<file path="src/rtl/btb_pkg.sv">
package btb_pkg;

  // Action applied to one slot by the resolve-side port in a cycle
  typedef enum logic [1:0] {
    UPD_NONE  = 2'd0,
    UPD_WRITE = 2'd1,
    UPD_EVICT = 2'd2
  } upd_act_e;

endpackage

</file>
<file path="src/rtl/btb_rst_sync.sv">
module btb_rst_sync #(
  parameter int STAGES = 2
) (
  input  logic clk,
  input  logic arst_n,
  output logic rst_sync_n
);

  logic [STAGES-1:0] sync_q;
  logic [STAGES-1:0] sync_d;

  always_comb begin
    sync_d = {sync_q[STAGES-2:0], 1'b1};
  end

  always_ff @(posedge clk or negedge arst_n) begin
    if (!arst_n) begin
      sync_q <= '0;
    end else begin
      sync_q <= sync_d;
    end
  end

  assign rst_sync_n = sync_q[STAGES-1];

endmodule

</file>
<file path="src/rtl/btb_addr_split.sv">
module btb_addr_split #(
  parameter int PC_W  = 32,
  parameter int IDX_W = 4,
  parameter int TAG_W = PC_W - IDX_W
) (
  input  logic [PC_W-1:0]  pc,
  output logic [IDX_W-1:0] idx,
  output logic [TAG_W-1:0] tag
);

  // Word bits pick the slot; every other bit, byte offset included, forms the tag
  assign idx = pc[IDX_W+1:2];
  assign tag = {pc[PC_W-1:IDX_W+2], pc[1:0]};

endmodule

</file>
<file path="src/rtl/btb_entry_array.sv">
module btb_entry_array
  import btb_pkg::*;
#(
  parameter int ENTRIES = 16,
  parameter int PC_W    = 32,
  parameter int IDX_W   = $clog2(ENTRIES),
  parameter int TAG_W   = PC_W - IDX_W
) (
  input  logic             clk,
  input  logic             rst_n,
  input  logic [IDX_W-1:0] rd_idx,
  output logic             rd_valid,
  output logic [TAG_W-1:0] rd_tag,
  output logic [PC_W-1:0]  rd_target,
  input  logic [IDX_W-1:0] wr_idx,
  output logic             wr_slot_valid,
  output logic [TAG_W-1:0] wr_slot_tag,
  input  upd_act_e         wr_act,
  input  logic [TAG_W-1:0] wr_tag,
  input  logic [PC_W-1:0]  wr_target
);

  logic [ENTRIES-1:0] valid_q;
  logic [ENTRIES-1:0] valid_d;
  logic [TAG_W-1:0]   tag_q [ENTRIES];
  logic [PC_W-1:0]    tgt_q [ENTRIES];
  logic               data_we;

  assign data_we = (wr_act == UPD_WRITE);

  always_comb begin
    valid_d = valid_q;
    unique case (wr_act)
      UPD_WRITE: valid_d[wr_idx] = 1'b1;
      UPD_EVICT: valid_d[wr_idx] = 1'b0;
      default:   valid_d = valid_q;
    endcase
  end

  always_ff @(posedge clk or negedge rst_n) begin
    if (!rst_n) begin
      valid_q <= '0;
    end else begin
      valid_q <= valid_d;
    end
  end

  for (genvar e = 0; e < ENTRIES; e++) begin : g_slot
    logic slot_we;
    assign slot_we = data_we && (wr_idx == IDX_W'(e));
    always_ff @(posedge clk) begin
      if (slot_we) begin
        tag_q[e] <= wr_tag;
        tgt_q[e] <= wr_target;
      end
    end
  end

  assign rd_valid      = valid_q[rd_idx];
  assign rd_tag        = tag_q[rd_idx];
  assign rd_target     = tgt_q[rd_idx];
  assign wr_slot_valid = valid_q[wr_idx];
  assign wr_slot_tag   = tag_q[wr_idx];

endmodule

</file>
<file path="src/rtl/tkn_target_buf.sv">
module tkn_target_buf
  import btb_pkg::*;
#(
  parameter int ENTRIES    = 16,
  parameter int PC_W       = 32,
  parameter int RST_STAGES = 2
) (
  input  logic            clk,
  input  logic            rst_n,
  input  logic [PC_W-1:0] fetch_pc,
  input  logic            upd_en,
  input  logic [PC_W-1:0] upd_pc,
  input  logic            upd_taken,
  input  logic [PC_W-1:0] upd_target,
  output logic            pred_hit,
  output logic [PC_W-1:0] pred_next_pc
);

  localparam int IDX_W = $clog2(ENTRIES);
  localparam int TAG_W = PC_W - IDX_W;
  localparam logic [PC_W-1:0] INSN_BYTES = PC_W'(4);

  logic             rst_q_n;
  logic [IDX_W-1:0] f_idx, u_idx;
  logic [TAG_W-1:0] f_tag, u_tag;
  logic             rd_valid, u_slot_valid;
  logic [TAG_W-1:0] rd_tag, u_slot_tag;
  logic [PC_W-1:0]  rd_target;
  upd_act_e         upd_act;

  btb_rst_sync #(.STAGES(RST_STAGES)) u_rst (
    .clk(clk), .arst_n(rst_n), .rst_sync_n(rst_q_n)
  );

  btb_addr_split #(.PC_W(PC_W), .IDX_W(IDX_W), .TAG_W(TAG_W)) u_split_fetch (
    .pc(fetch_pc), .idx(f_idx), .tag(f_tag)
  );

  btb_addr_split #(.PC_W(PC_W), .IDX_W(IDX_W), .TAG_W(TAG_W)) u_split_upd (
    .pc(upd_pc), .idx(u_idx), .tag(u_tag)
  );

  // Resolve side: taken installs, not-taken evicts only the matching branch
  always_comb begin
    upd_act = UPD_NONE;
    if (upd_en) begin
      if (upd_taken) begin
        upd_act = UPD_WRITE;
      end else if (u_slot_valid && (u_slot_tag == u_tag)) begin
        upd_act = UPD_EVICT;
      end
    end
  end

  btb_entry_array #(
    .ENTRIES(ENTRIES), .PC_W(PC_W), .IDX_W(IDX_W), .TAG_W(TAG_W)
  ) u_array (
    .clk(clk), .rst_n(rst_q_n),
    .rd_idx(f_idx), .rd_valid(rd_valid), .rd_tag(rd_tag), .rd_target(rd_target),
    .wr_idx(u_idx), .wr_slot_valid(u_slot_valid), .wr_slot_tag(u_slot_tag),
    .wr_act(upd_act), .wr_tag(u_tag), .wr_target(upd_target)
  );

  // Fetch side: pure combinational compare and select
  always_comb begin
    pred_hit     = rd_valid && (rd_tag == f_tag);
    pred_next_pc = pred_hit ? rd_target : (fetch_pc + INSN_BYTES);
  end

endmodule

</file>
<file path="config.mk">
export PLATFORM = sky130hd
export DESIGN_NAME = tkn_target_buf
export DESIGN_NICKNAME = d
export VERILOG_FILES = /design/src/rtl/btb_pkg.sv /design/src/rtl/btb_rst_sync.sv /design/src/rtl/btb_addr_split.sv /design/src/rtl/btb_entry_array.sv /design/src/rtl/tkn_target_buf.sv
export SDC_FILE = /design/constraint.sdc
export NUM_CORES = 1
export LEC_CHECK = 0
export BUFFER_PORTS_ARGS = -buffer_cell sky130_fd_sc_hd__buf_2
export CAP_MARGIN = 20
export CORE_UTILIZATION = 28
export CTS_CLUSTER_DIAMETER = 40
export DETAILED_ROUTE_END_ITERATION = 10
export GPL_TIMING_DRIVEN = 1
export SKIP_LAST_GASP = 1
export SYNTH_ARGS = -nofsm -noshare
export SYNTH_HDL_FRONTEND = slang
export SYNTH_SLANG_ARGS = --single-unit
</file>
<file path="constraint.sdc">
create_clock -name clk -period 4.4 [get_ports clk]
set_input_delay 0.44 -clock clk [delete_from_list [all_inputs] [get_ports clk]]
set_output_delay 0.44 -clock clk [all_outputs]
set_load 0.01 [all_outputs]
</file>
==> run metrics <==
total CTS buffers=117; Hold Vio Cnt, Final=0; min-delay src=upd_target[25]; Hold Path Depth=1; Final HPWL DP=78780 um; status=finished, final reports clean; drt wl/cell=29.10 um; LEAKAGE=16.22 nW; fin area=0.05097 sq mm; drt first-iter violations=2823; switching portion of total power=between 20% and 30%; Setup CP Type=input port to output port; fin util=between 30% and 40%; RSZ-0062 raised after global routing=true; total vias in the final route=between 20000 and 25000; Post-DP Area=0.04653 sq mm; Flop pwr share=between 40 and 50%; share of the synthesized area in the top cell type=67.38%; min Tclk post-route=4368 ps; vias in the first global route=23670; syn nets=2111; first-pass GRT wire length=178900 um; Die Wd=392.9 um; met3 GRT Util=5.378%; top cells by area, synth=edfxtp_1 (67%), mux4_2 (21%), mux2i_1 (1.4%); Slowest-stage cell, CP=mux4_2; CTS Buffer Depth=3; DRC Markers=0; IO Count=between 100 and 150; Mean Syn Cell Area=21.28 sq um; Final period util=99.26%; CTS tree=done; setup total negative slack=0 ps; relative slew slack=between 30 and 40%; CP Data Arrival Time=between 3000 and 4000 ps; worst-skew pair later-pin latency=750 ps; fraction of layout cells with a size suffix above 1=39.18%; Critical Path Sink Type=output port; Startpoint Class=input port; die outline height=just under 400 um; crit-path leading delay family=buffers and inverters; global-route met2 utilization=24.61%; Max Cap Viol=0; Hold WC Path Type=input port to flip-flop; Placeable Area=0.1517 sq mm; WP data required=approximately 4000 ps; hold slack=63.38 ps; Synth cell types=73; busiest grt layer=met2; worst ir drop on vdd=between 0.3 and 0.4 mV; drt pass-1 iters=6; synth-to-layout area growth=19.15%; clock share of power=between 40 and 50%; gr ovfl total=0; Yosys reg bits=978; Pwr Density=430.9 mW/mm^2; Int Pwr=16.81 mW; clk sink count=978; Logic pwr share=under 10%; cells after synthesis=2010; Yosys warning total=0; Final #Nets=2355; # rows=between 100 and 150; FF-to-FF path depth=7; Initial Utilization=28.20%; reg-to-reg startpoint=u_array.tag_q[15][20]$_DFFE_PP_; RD Place Congestion=0.9416; Final Max Slew Viols=0; post-synthesis async set-or-reset flop share=1.840%; Critical Path Max Stage Delay=between 500 and 600 ps; clk root buf=clkbuf_16; CP dominant cell by count=buf_12; sequential area share after synthesis=68.44%; Buf/Inv on CP=7; largest net degree at the start of global routing=62; IO buf count=132; Slew @ Worst Pin=939.5 ps; drt via density=5.256; antenna viol nets, final=0; worst reg-to-reg setup slack=1170 ps; Yosys top cell by area=edfxtp_1; die area=0.1544 sq mm; Post-synth EDFFs=960; GRT Overall Usage=16.42%; Tot Pwr=21.97 mW; Critical Path, Cell by Cell=buf_8 > buf_12 > buf_12 > mux4_2 > mux2i_1 > buf_4 > xor2_1 > o211ai_1 > o22ai_1 > and4bb_2 > nand3_4 > buf_12 > clkbuf_16 > mux2_4 > buf_6; clock slew seen by the registers of the worst setup and hold paths=approximately 60 ps; final setup violating endpoints=0; antenna violations before repair=35; Hold EP=u_array.tgt_q[10][25]$_DFFE_PP_; Fin Clk Skew=70.44 ps; critical-path maximum fanout=21; drt total wl=127800 um; max frequency=~0.23 GHz; Net Switching=5.155 mW; synthesized area=around 0.043 sq mm; Primary FF master, synth=edfxtp_1; GR Util met1=a little under a quarter; H-tree depth=3
final cells by class:
cell class,instances,area (sq um)
Antenna cell,8,20.02
Clock inverter,94,1085
Timing Repair Buffer,251,2173
Inverter,22,83.83
Fill cell,14280,100800
Multi-Input combinational cell,884,12830
Tap cell,2030,2540
Sequential cell,978,29280
Clock buffer,127,2965
sequential cells by signal, indices dropped and copies added (netlist names), named ones only:
register and flops:
u_rst.sync_q 2, u_array.tag_q 448, u_array.tgt_q 512
cell usage after synthesis (13+ instances only):
master / count
xnor2_1: 61
nand4_1: 15
inv_1: 20
edfxtp_1: 960
dfrtp_1: 18
o22ai_1: 17
buf_2: 44
clkbuf_1: 32
mux2_4: 29
a21oi_1: 19
xor2_1: 13
nand2_1: 31
o21ai_0: 18
buf_6: 18
mux4_2: 401
nor3_1: 14
a31oi_1: 16
mux2i_1: 58
nor2_1: 74
buf_4: 15
how the worst max path moves through the flow:
stage / start / endpoint / slack, ps / depth (start not counted)
global route: u_array.tag_q[14][3]$_DFFE_PP_ / pred_next_pc[20] / -20 / 11
finish: fetch_pc[2] / pred_next_pc[20] / 30 / 15
floorplan: upd_pc[3] / u_array.tag_q[11][0]$_DFFE_PP_ / -630 / 7
global placement: fetch_pc[2] / pred_next_pc[10] / 20 / 10
detailed placement: fetch_pc[3] / pred_next_pc[21] / 80 / 13
CTS: u_array.tag_q[2][21]$_DFFE_PP_ / pred_next_pc[21] / 20 / 10
layer usage:
metal  vias up  share of wire, %  wire (um)
met4        30               2.1       2746
met1     12400                41      52910
met2      1296                45      57920
met5         -              0.14        182
met3       228                11      14090
li1       9138                 -          -
power groups by stage:
stage	combinational, mW	clock (mW)	sequential, mW
after floorplan	0.981	0	10.6
after global routing	1.76	10.4	10.4
after CTS	1.65	10.0	10.4
after detailed placement	1.64	0	10.6
final	1.68	9.85	10.4
after global placement	1.62	0	10.6
cells by family (layout without fill, tap and decap cells):
logic type,count (synthesis),after routing,share of synthesized area [%]
multiplexers,498,498,23.82
flip-flops,978,978,68.44
buffers and inverters,148,494,2.000
adder cells (fa/ha/maj),1,1,0.02924
other,1,9,0.008766
XOR/XNOR,74,74,1.515
AO/OA/AOI/OAI,123,123,2.009
AND/OR/NAND/NOR,187,187,2.182
layout by cell type, fill, tap and decap left out, types with 20 or more instances in the layout:
cell type	count
edfxtp_1	960
inv_1	20
nand2_1	31
nor2_1	58
clkbuf_16	120
xnor2_1	60
mux4_2	403
buf_4	87
buf_12	28
buf_6	26
buf_2	102
mux2i_1	55
mux2_4	29
metrics by stage:
stage / setup slack [ps] / instances
2_1_floorplan: -625.7 / 2010
3_3_place_gp: 24.06 / 4156
3_5_place_dp: 79.32 / 4156
4_1_cts: 23.35 / 4379
5_1_grt: -21.43 / 4386
6_report: 32.48 / 4394
repair_timing:
| action | CTS | global route |
|---|---|---|
| cloned | 1 | 3 |
| hold endpoints to repair | 2 | 0 |
| endpoints found under the setup margin | 31 | 31 |
| pin swaps | 2 | 5 |
| hold buffers | 1 | 0 |
| gates resized for setup | 7 | 35 |
| buffers inserted | 0 | 4 |
Power figures use the tool's default switching activity.
